**src/rtl/sio_host_pkg.sv**
```systemverilog
// Shared types and protocol constants for the serial register host.
package sio_host_pkg;

    typedef enum logic [2:0] {
        ST_IDLE  = 3'd0,
        ST_PWAIT = 3'd1,
        ST_LOW   = 3'd2,
        ST_HIGH  = 3'd3,
        ST_TURN  = 3'd4
    } seq_state_t;

    localparam logic [6:0] SOFT_RST_ADDR = 7'h00;
    localparam logic [7:0] SOFT_RST_DATA = 8'h80;
    localparam logic [6:0] SYNC_ADDR     = 7'h01;
    localparam int         FRAME_BITS    = 16;
    localparam int         HALF_BITS     = 8;

endpackage

```
**src/rtl/sio_down_timer.sv**
```systemverilog
// Down counter with load. It holds at zero and flags zero.
// Assumes: a load has priority over counting, and RESET_VAL fits in W bits.
module sio_down_timer #(
    parameter int W         = 8,
    parameter int RESET_VAL = 0
) (
    input  logic         clk,
    input  logic         rst_n,
    input  logic         load,
    input  logic [W-1:0] load_val,
    output logic         zero
);
    logic [W-1:0] cnt_q;

    // Load a value or step toward zero.
    always_ff @(posedge clk) begin
        if (!rst_n)              cnt_q <= W'(RESET_VAL);
        else if (load)           cnt_q <= load_val;
        else if (cnt_q != '0)    cnt_q <= cnt_q - 1'b1;
    end

    assign zero = (cnt_q == '0);

    AST_TMR_FLOOR: assert property (@(posedge clk) disable iff (!rst_n)
        (!load && zero) |=> zero);

endmodule

```
**src/rtl/sio_bit_shifter.sv**
```systemverilog
// Transmit shifter and receive capture for the serial frame.
// Assumes: load takes the place of the first shift-out, step_out comes on the
// later falling edges, and step_in comes on the rising edges that carry read data.
module sio_bit_shifter #(
    parameter int WORD_W = 16,
    parameter int RX_W   = 8
) (
    input  logic              clk,
    input  logic              rst_n,
    input  logic              load,
    input  logic [WORD_W-1:0] load_word,
    input  logic              step_out,
    input  logic              step_in,
    input  logic              sdi,
    output logic              sdo,
    output logic [RX_W-1:0]   rx_byte
);
    logic [WORD_W-1:0] tx_q;
    logic              sdo_q;
    logic [RX_W-1:0]   rx_q;

    // Present the next bit on each falling edge, MSB first.
    always_ff @(posedge clk) begin
        if (!rst_n) begin
            tx_q  <= '0;
            sdo_q <= 1'b0;
        end else if (load) begin
            sdo_q <= load_word[WORD_W-1];
            tx_q  <= {load_word[WORD_W-2:0], 1'b0};
        end else if (step_out) begin
            sdo_q <= tx_q[WORD_W-1];
            tx_q  <= {tx_q[WORD_W-2:0], 1'b0};
        end
    end

    // Capture returned data on the rising edges, MSB first.
    always_ff @(posedge clk) begin
        if (!rst_n)       rx_q <= '0;
        else if (step_in) rx_q <= {rx_q[RX_W-2:0], sdi};
    end

    assign sdo     = sdo_q;
    assign rx_byte = rx_q;

    AST_SDO_ONLY_ON_STEP: assert property (@(posedge clk) disable iff (!rst_n)
        (!load && !step_out) |=> $stable(sdo));

endmodule

```
**src/rtl/sio_host_seq.sv**
```systemverilog
// Host sequencer for a two-wire half-duplex register port.
// It runs 16-bit read and write frames and counts every timing gap in
// system clocks. An optional power-up wait and sync read runs first.
// Assumes: the bus pad combines sdio_out/sdio_oe/sdio_in, and the
// slave changes read data on falling sck.
module sio_host_seq
    import sio_host_pkg::*;
#(
    parameter int HALF_CYC   = 63,
    parameter int TURN_CYC   = 25000,
    parameter int WR_GAP_CYC = 25000,
    parameter int RD_GAP_CYC = 63,
    parameter int PWRUP_CYC  = 22600000,
    parameter bit PWRUP_EN   = 1'b1
) (
    input  logic       clk,
    input  logic       rst_n,
    input  logic       req_valid,
    input  logic       req_write,
    input  logic       req_reset,
    input  logic [6:0] req_addr,
    input  logic [7:0] req_wdata,
    output logic       ready,
    output logic       done,
    output logic [7:0] rd_data,
    output logic       sync_done,
    output logic       sync_ok,
    output logic       sck,
    output logic       sdio_out,
    output logic       sdio_oe,
    input  logic       sdio_in
);
    localparam int PH_MAX  = (HALF_CYC > TURN_CYC) ? HALF_CYC : TURN_CYC;
    localparam int PH_W    = $clog2(PH_MAX + 1);
    localparam int GAP_A   = (WR_GAP_CYC > RD_GAP_CYC) ? WR_GAP_CYC : RD_GAP_CYC;
    localparam int GAP_MAX = (GAP_A > PWRUP_CYC) ? GAP_A : PWRUP_CYC;
    localparam int GAP_W   = $clog2(GAP_MAX + 1);
    localparam int GAP_RST = PWRUP_EN ? PWRUP_CYC : 0;
    localparam int CNT_W   = $clog2(FRAME_BITS + 1);
    localparam seq_state_t ST_RST = PWRUP_EN ? ST_PWAIT : ST_IDLE;

    seq_state_t        state_q, state_d;
    logic [CNT_W-1:0]  bit_q;
    logic              wr_q, own_q, sck_q, oe_q, done_q, sdone_q, sok_q;
    logic [7:0]        rd_q, rx_byte;
    logic              ph_load, ph_zero, gap_load, gap_zero;
    logic [PH_W-1:0]   ph_val;
    logic [GAP_W-1:0]  gap_val;
    logic              launch, step_out, rise, enter_turn, finish;
    logic [15:0]       launch_word;

    sio_down_timer #(.W(PH_W), .RESET_VAL(0)) i_phase_tmr (
        .clk(clk), .rst_n(rst_n), .load(ph_load), .load_val(ph_val), .zero(ph_zero));

    sio_down_timer #(.W(GAP_W), .RESET_VAL(GAP_RST)) i_gap_tmr (
        .clk(clk), .rst_n(rst_n), .load(gap_load), .load_val(gap_val), .zero(gap_zero));

    sio_bit_shifter #(.WORD_W(FRAME_BITS), .RX_W(8)) i_shifter (
        .clk(clk), .rst_n(rst_n), .load(launch), .load_word(launch_word),
        .step_out(step_out), .step_in(rise && !wr_q && (bit_q >= CNT_W'(HALF_BITS))),
        .sdi(sdio_in), .sdo(sdio_out), .rx_byte(rx_byte));

    // Pick the frame to send: sync read, soft reset, or the caller's command.
    always_comb begin
        if (state_q == ST_PWAIT)  launch_word = {1'b0, SYNC_ADDR, 8'h00};
        else if (req_reset)       launch_word = {1'b1, SOFT_RST_ADDR, SOFT_RST_DATA};
        else                      launch_word = {req_write, req_addr, req_wdata};
    end

    // Next state and timer loads for the phase and gap counters.
    always_comb begin
        state_d    = state_q;
        ph_load    = 1'b0;
        ph_val     = PH_W'(HALF_CYC - 1);
        gap_load   = 1'b0;
        gap_val    = wr_q ? GAP_W'(WR_GAP_CYC) : GAP_W'(RD_GAP_CYC);
        launch     = 1'b0;
        step_out   = 1'b0;
        rise       = 1'b0;
        enter_turn = 1'b0;
        finish     = 1'b0;
        case (state_q)
            ST_IDLE, ST_PWAIT: begin
                if (gap_zero && (req_valid || state_q == ST_PWAIT)) begin
                    state_d = ST_LOW;
                    ph_load = 1'b1;
                    launch  = 1'b1;
                end
            end
            ST_LOW: begin
                if (ph_zero) begin
                    state_d  = ST_HIGH;
                    ph_load  = 1'b1;
                    rise     = 1'b1;
                    gap_load = (bit_q == CNT_W'(FRAME_BITS - 1));
                end
            end
            ST_HIGH: begin
                if (ph_zero) begin
                    if (bit_q == CNT_W'(FRAME_BITS)) begin
                        state_d = ST_IDLE;
                        finish  = 1'b1;
                    end else if (bit_q == CNT_W'(HALF_BITS) && !wr_q) begin
                        state_d    = ST_TURN;
                        ph_load    = 1'b1;
                        ph_val     = PH_W'(TURN_CYC - 1);
                        enter_turn = 1'b1;
                    end else begin
                        state_d  = ST_LOW;
                        ph_load  = 1'b1;
                        step_out = 1'b1;
                    end
                end
            end
            ST_TURN: begin
                if (ph_zero) begin
                    state_d  = ST_LOW;
                    ph_load  = 1'b1;
                    step_out = 1'b1;
                end
            end
            default: state_d = ST_IDLE;
        endcase
    end

    // Sequencer registers: bus pins, bit count, results.
    always_ff @(posedge clk) begin
        if (!rst_n) begin
            state_q <= ST_RST;
            bit_q   <= '0;
            wr_q    <= 1'b0;
            own_q   <= 1'b0;
            sck_q   <= 1'b1;
            oe_q    <= 1'b0;
            done_q  <= 1'b0;
            rd_q    <= '0;
            sdone_q <= 1'b0;
            sok_q   <= 1'b0;
        end else begin
            state_q <= state_d;
            done_q  <= 1'b0;
            if (launch) begin
                bit_q <= '0;
                wr_q  <= launch_word[15];
                own_q <= (state_q == ST_PWAIT);
                sck_q <= 1'b0;
                oe_q  <= 1'b1;
            end
            if (step_out) sck_q <= 1'b0;
            if (rise) begin
                sck_q <= 1'b1;
                bit_q <= bit_q + 1'b1;
            end
            if (enter_turn) oe_q <= 1'b0;
            if (finish) begin
                oe_q <= 1'b0;
                if (own_q) begin
                    sdone_q <= 1'b1;
                    sok_q   <= (rx_byte[7:5] == 3'b000);
                end else begin
                    done_q <= 1'b1;
                    if (!wr_q) rd_q <= rx_byte;
                end
            end
        end
    end

    assign ready     = (state_q == ST_IDLE) && gap_zero;
    assign done      = done_q;
    assign rd_data   = rd_q;
    assign sync_done = sdone_q;
    assign sync_ok   = sok_q;
    assign sck       = sck_q;
    assign sdio_oe   = oe_q;

    AST_SDO_HELD_HIGH: assert property (@(posedge clk) disable iff (!rst_n)
        (sck && $past(sck)) |-> $stable(sdio_out));
    AST_TURN_RELEASED: assert property (@(posedge clk) disable iff (!rst_n)
        (state_q == ST_TURN) |-> (!sdio_oe && sck));
    AST_GAP_BEFORE_FALL: assert property (@(posedge clk) disable iff (!rst_n)
        $fell(sck) |-> $past(gap_zero));
    AST_DONE_SINGLE: assert property (@(posedge clk) disable iff (!rst_n)
        done |=> !done);
    AST_READY_SCK_HIGH: assert property (@(posedge clk) disable iff (!rst_n)
        ready |-> (sck && !sdio_oe));

endmodule

```
**config.mk**
```make
export PLATFORM = sky130hd
export DESIGN_NAME = sio_host_seq
export DESIGN_NICKNAME = d
export VERILOG_FILES = /design/src/rtl/sio_host_pkg.sv /design/src/rtl/sio_down_timer.sv /design/src/rtl/sio_bit_shifter.sv /design/src/rtl/sio_host_seq.sv
export SDC_FILE = /design/constraint.sdc
export NUM_CORES = 1
export LEC_CHECK = 0
export ABC_AREA = 1
export BUFFER_PORTS_ARGS = -buffer_cell sky130_fd_sc_hd__buf_2
export CAP_MARGIN = 20
export CELL_PAD_IN_SITES_DETAIL_PLACEMENT = 1
export CELL_PAD_IN_SITES_GLOBAL_PLACEMENT = 2
export CORE_MARGIN = 2
export CORE_UTILIZATION = 36
export DETAILED_ROUTE_END_ITERATION = 8
export PLACE_DENSITY = 0.92
export SLEW_MARGIN = 10
export SYNTH_ARGS = -nofsm -noshare
export SYNTH_HDL_FRONTEND = slang
export SYNTH_SLANG_ARGS = --single-unit
export TNS_END_PERCENT = 10
```
**constraint.sdc**
```tcl
create_clock -name clk -period 2.8 [get_ports clk]
set_clock_uncertainty 0.1 [all_clocks]
set_input_delay 0.56 -clock clk [delete_from_list [all_inputs] [get_ports clk]]
set_output_delay 0.56 -clock clk [all_outputs]
set_load 0.01 [all_outputs]
```
Word level (Yosys, flattened, before mapping)

Index checks and enable logic that the tools add are counted.

Register bits after elaboration: 87
Output and inout bits: 15
Logic and storage cells: 105

Bitwise gates (word level): 3
$lt $le $gt $ge: 1
Equal/unequal tests: 11
Add/sub/neg operators: 3
Mux-type cells: 47
Reductions and logical operators: 25

Operators by type and width:

| operator                | count |
|---|---|
| $mux W15                | 7 |
| $mux W16                | 4 |
| $mux W25                | 2 |
| $logic_not A25 Y1       | 1 |
| $reduce_bool A25 Y1     | 1 |
| $sub A25 B1 Y25 const B | 1 |
| $mux W1                 | 23 |
| $mux W3                 | 6 |
| $logic_not A15 Y1       | 1 |
| $reduce_bool A15 Y1     | 1 |
| $sub A15 B1 Y15 const B | 1 |
| $pmux W3 S4             | 1 |
| $eq A5 B4 Y1 const B    | 2 |
| $mux W5                 | 2 |
| $reduce_bool A2 Y1      | 4 |
| $eq A3 B2 Y1 const B    | 2 |
| $logic_not A3 Y1        | 2 |
| $ne A2 B1 Y1 const B    | 3 |
| $reduce_or A2 Y1        | 3 |
| $add A5 B1 Y5 const B   | 1 |
| $eq A5 B5 Y1 const B    | 1 |
| $ge A5 B4 Y1 const B    | 1 |
| $logic_and A1 B1 Y1     | 5 |
| $reduce_and A2 Y1       | 2 |
| other kinds (11)        | 13 |

Logic depth before layout (Yosys ltp)

Word-level depth: 8
Depth in mapped cells: 14
Mapped depth without buffers: 12

Cells and area by module

Synthesis repeated with hierarchy kept, for this count alone.

Cells, all modules: 745
Area total of the unflattened synthesis: 4918.5 um^2

Modules (own cells, without submodules):

| module                        | cells an instance | times used | area an instance (um^2) |
|---|---|---|---|
| sio_down_timer at i_gap_tmr   | 254               | 1          | 1662.8 |
| sio_host_seq                  | 191               | 1          | 1239.9 |
| sio_bit_shifter               | 156               | 1          | 1069.8 |
| sio_down_timer at i_phase_tmr | 144               | 1          | 945.9 |

Worst setup path after synthesis

Ideal clock, no wire load.

Path type: flip-flop to output port
From: reg i_gap_tmr.cnt_q[0]
To: out ready
Data arrival time: 1.474 ns
Cell stages (with the launch flop): 10
Path slack: 0.666 ns
Data required time: 2.140 ns
Cells stage by stage: dfxtp_1 -> inv_1 -> ha_1 -> inv_1 -> nor2_1 -> nand2_1 -> nor2_4 -> nand3_1 -> clkbuf_1 -> nor3_1

Cells in the longest elaborated chain, start to end: 2

Ends and longest elaborated chain:

| what                   | line                 | source |
|---|---|---|
| start, declared        | sio_down_timer.sv:13 | `logic [W-1:0] cnt_q;` |
| start signal, assigned | sio_down_timer.sv:17 | `if (!rst_n) cnt_q <= W'(RESET_VAL);` |
| start signal, assigned | sio_down_timer.sv:18 | `else if (load) cnt_q <= load_val;` |
| start signal, assigned | sio_down_timer.sv:19 | `else if (cnt_q != '0) cnt_q <= cnt_q - 1'b1;` |
| $logic_not A25 Y1      | sio_down_timer.sv:22 | `assign zero = (cnt_q == '0);` |
| $logic_and A1 B1 Y1    | sio_host_seq.sv:168  | `assign ready = (state_q == ST_IDLE) && gap_zero;` |
| end, declared          | sio_host_seq.sv:23   | `output logic ready,` |

Every way passes these cells.

Worst setup path in the final report

Ends and elaborated chain as after synthesis.

==> results.md <==
- The flow ran to the end, and the final reports show no timing, DRC or antenna violations.
- The total number of nets in the final design is 774.
- Clock-pin slew was measured on the worst setup and hold paths at 0.07 ns.
- Summing the areas of all fa, ha and maj instances in the mapped netlist gives 1.82% of the synthesized area.
- In this run the post-CTS setup repair buffer count came out at 0.
- The weighted congestion at the end of routability-driven global placement is 0.845.
- The number of remaining DRC errors is 0.
- The later pin in the worst-skew pair is clocked with a latency of 0.35 ns.
- By area, the combinational part of the netlist is dominated by simple AND/OR/NAND/NOR gates.
- The placeable core region is 13100 um2.
- The worst setup path is of the register to primary output kind.
- The number of placed cells counting well taps is 911.
- The sum of negative setup slack is 0 ns.
- The maximum clock frequency is 399 MHz.
- The hold violation total from the final report came to 0.
- The sequential-to-total area share from yosys stat is 36.2%.
- The first element of the critical path is i_gap_tmr.cnt_q[0].
- Synthesis produced a netlist with a net count of 745.
- The number of buffers inserted for hold repair after clock tree synthesis is 0.
- The worst slack at placement is 0.468 ns.
- The residual antenna-violating net count after detailed routing is 0.
- The maximum vdd drop is 0.392 mV.
- Counting I/O delays and the setup requirement, the final critical path takes 2.50 ns.
- Measured on the finished design, the core utilization comes to 41.7%.
- Setup violations remaining at the end of the flow were counted as 0.
- The count of placed standard cells in the final layout, fillers left out is 927.
- The total wire length is 13900 um.
- The post-DP HPWL is 10100 um.
- TritonCTS built the clock tree.
- The startpoint class of the critical path is a register.
- The filler cell count is 1726.
- In this run the static leakage power is 0.00240 uW.
- The power density over cell area is 702 nW/um2.
- The clock root buffer master is sky130_fd_sc_hd__clkbuf_16.
- The H-tree was split into 3 levels.
- In this run the count of I/O pins placed on the die edge is 36.
- 0 antenna diodes ended up in the layout.
- The count of unique library cells instantiated by Yosys is 38.
- The path class of the tightest hold or removal check is register to register.
- The quantity of I/O buffers inserted on ports is 35.
- Overall power consumption after layout is estimated at 3850 uW.
- The floorplan die width is 120 um.
- Of all flip-flops after synthesis, the portion carrying an async set or reset was 0%.
- The most instantiated flip-flop cell in the synthesis netlist is sky130_fd_sc_hd__dfxtp_1.
- The number of max-cap violations is 0.
- The combined area of the multi-input logic cells is 2730 um2.
- The signal arrival time at the worst endpoint is 1.84 ns.
- After synthesis, the mean cell area works out to 6.72 um2.
- In this run, post-CTS repair resized a total of 0 instances.
- Summing every instance area after synthesis gives 4820 um2.
- The number of antenna violations at the first check in global routing is 0.
- The clock sink count is 87.
- The CTS buffer count is 9.
- The via count of the first global-routing pass was 4899.
- The first-pass GRT wire length is 23300 um.
- The synthesized instance count is 717.
- For the worst setup path, the data required time is 2.14 ns.
- The number of register bits inferred by synthesis is 87.
- The register area is 1740 um2.
- The worst setup path is captured at a primary output.
- The die area is 14300 um2.
- The xor/xnor share of the synthesized area is 3.64%.
- The maximum fanout along the worst path is 4.
- The count of warnings emitted by yosys is 0.
- Counting flops with a built-in enable in the synthesized netlist gives 0.
- The headroom to the max-slew limit is 40.0%.
- The maximum clock path buffer count is 2.
- The final setup slack of the worst path is 0.296 ns.
- The first routing iteration left 146 violations.
- In this run the critical register-to-register path is launched from i_gap_tmr.cnt_q[0].
- The number of max-slew violations in the final report came to 0.
- The growth of design area from synthesis to finish is 13.8%.
- The total number of vias is 4626.
- The floorplan has 42 rows.
- Of the post-synthesis cell area, the part taken by muxes is 0%.
- The first detailed-routing pass took 4 iterations.
- The detailed-route vias per instance is 4.99.
- After layout, the worst path uses 89.4% of the clock period.
- The startpoint identified for the worst hold timing path is rd_data[6].
- The maximum number of pins on one net before global-route repair is 36.
- The total overflow left after global routing is 0.
- The starting utilization of the core area is 36.7%.
- From bottom edge to top edge, the die measures 120 um.
- The synthesized-area fraction occupied by ao, oa, aoi and oai cells is 8.03%.
- The simple-gate share of the synthesized area is 43.1%.
- Setup repair after global routing left no endpoint under its margin.
- The post-route netlist has 14.4% of its cells at a drive strength greater than 1.
- Dividing the detail-routed wire length by the instance count gives 15.0 um.
- The combined global-route utilization of all metal layers is 20.2%.
- For the pin with the worst max-slew slack, the measured transition is 0.900 ns.
-- power breakdown --
part | total [uW] | switching, uW | internal, uW
Sequential | 1420 | 93.5 | 1330
Combinational | 1000 | 656 | 345
Clock | 1430 | 529 | 897
-- cell usage in the layout (no fill, tap or decap), types with 3 or more instances in the layout --
cell and instances:
sky130_fd_sc_hd__nand2_1 173, sky130_fd_sc_hd__nor2_1 147, sky130_fd_sc_hd__dfxtp_1 87, sky130_fd_sc_hd__nand3_1 56, sky130_fd_sc_hd__inv_1 43, sky130_fd_sc_hd__a21oi_1 38, sky130_fd_sc_hd__buf_2 35, sky130_fd_sc_hd__nand4_1 23
sky130_fd_sc_hd__o21ai_0 18, sky130_fd_sc_hd__inv_2 13, sky130_fd_sc_hd__xor2_1 13, sky130_fd_sc_hd__nand2_2 10, sky130_fd_sc_hd__nor3_1 9, sky130_fd_sc_hd__clkbuf_16 9, sky130_fd_sc_hd__nor2_2 7, sky130_fd_sc_hd__xnor2_1 7
sky130_fd_sc_hd__ha_1 7, sky130_fd_sc_hd__nor2_4 6, sky130_fd_sc_hd__nor3_2 5, sky130_fd_sc_hd__nand3b_1 5, sky130_fd_sc_hd__o21ai_1 5, sky130_fd_sc_hd__buf_4 5, sky130_fd_sc_hd__a31oi_1 4, sky130_fd_sc_hd__o21bai_1 3
sky130_fd_sc_hd__bufinv_16 3
-- final timing paths --
path              cells past startpoint  slack, ns                end
setup reg to reg                     11       0.44  i_shifter.tx_q[8]
hold reg to reg                       2       0.36         rd_data[6]
hold / removal                        2       0.36         rd_data[6]
setup / recovery                      9       0.30              ready
-- state kept, by name, summed over array words and instances (netlist names) --
register	flops
own_q	1
sdio_oe	1
rd_data	8
state_q	3
wr_q	1
done	1
i_shifter.rx_byte	8
i_shifter.tx_q	15
i_shifter.sdo	1
sync_ok	1
sck	1
i_phase_tmr.cnt_q	15
i_gap_tmr.cnt_q	25
sync_done	1
bit_q	5
-- Yosys cell counts (6+ instances only) --
library cell,n,share of area (%)
sky130_fd_sc_hd__nand3_1,56,5.8
sky130_fd_sc_hd__inv_1,43,3.4
sky130_fd_sc_hd__nand4_1,23,3.0
sky130_fd_sc_hd__nor2_2,7,0.91
sky130_fd_sc_hd__nor2_4,6,1.4
sky130_fd_sc_hd__xor2_1,13,2.4
sky130_fd_sc_hd__ha_1,7,1.8
sky130_fd_sc_hd__o21ai_0,18,1.9
sky130_fd_sc_hd__nand2_1,173,13
sky130_fd_sc_hd__nand2_2,10,1.3
sky130_fd_sc_hd__clkbuf_1,10,0.78
sky130_fd_sc_hd__xnor2_1,7,1.3
sky130_fd_sc_hd__nor3_1,9,0.94
sky130_fd_sc_hd__inv_2,13,1.0
sky130_fd_sc_hd__a21oi_1,38,3.9
sky130_fd_sc_hd__dfxtp_1,87,36
sky130_fd_sc_hd__nor2_1,147,11
-- critical path: stages (launching register included) --
cell	delay [ns]
sky130_fd_sc_hd__dfxtp_1	0.31
sky130_fd_sc_hd__inv_1	0.11
sky130_fd_sc_hd__ha_1	0.18
sky130_fd_sc_hd__inv_1	0.05
sky130_fd_sc_hd__nor2_1	0.09
sky130_fd_sc_hd__nand2_1	0.11
sky130_fd_sc_hd__nor2_4	0.14
sky130_fd_sc_hd__nand3_1	0.11
sky130_fd_sc_hd__nor3_1	0.22
sky130_fd_sc_hd__buf_2	0.18
-- cell type report --
cell class | count | share of cell area [%]
Inverter | 56 | 3.84
Timing Repair Buffer | 41 | 4.25
Clock inverter | 5 | 1.92
Tap cell | 176 | 4.02
Multi-Input combinational cell | 551 | 49.8
Sequential cell | 87 | 31.8
Clock buffer | 11 | 4.43
-- through the flow --
stage	instance area (um2)	hold WS, ns
after floorplan	4820	0.346
after global placement	5130	0.347
after detailed placement	5130	0.351
after CTS	5480	0.364
after global routing	5480	0.396
final	5480	0.358
-- kinds of logic after synthesis --
family / Yosys count
buffers and inverters: 79
adder cells (fa/ha/maj): 7
XOR/XNOR: 20
AND/OR/NAND/NOR: 452
flip-flops: 87
AO/OA/AOI/OAI: 72
-- routing by layer --
| metal | vias to the layer above | track usage (%) | share of wire [%] |
|---|---|---|---|
| met1 | 2188 | 24.4 | 46 |
| met3 | 21 | 2.95 | 2.8 |
| met2 | 52 | 35.4 | 49 |
| met4 | 0 | 9.49 | 2.4 |
| li1 | 2365 | - | - |
| met5 | - | 0 | 0 |
(Power assumes the default switching activity.)
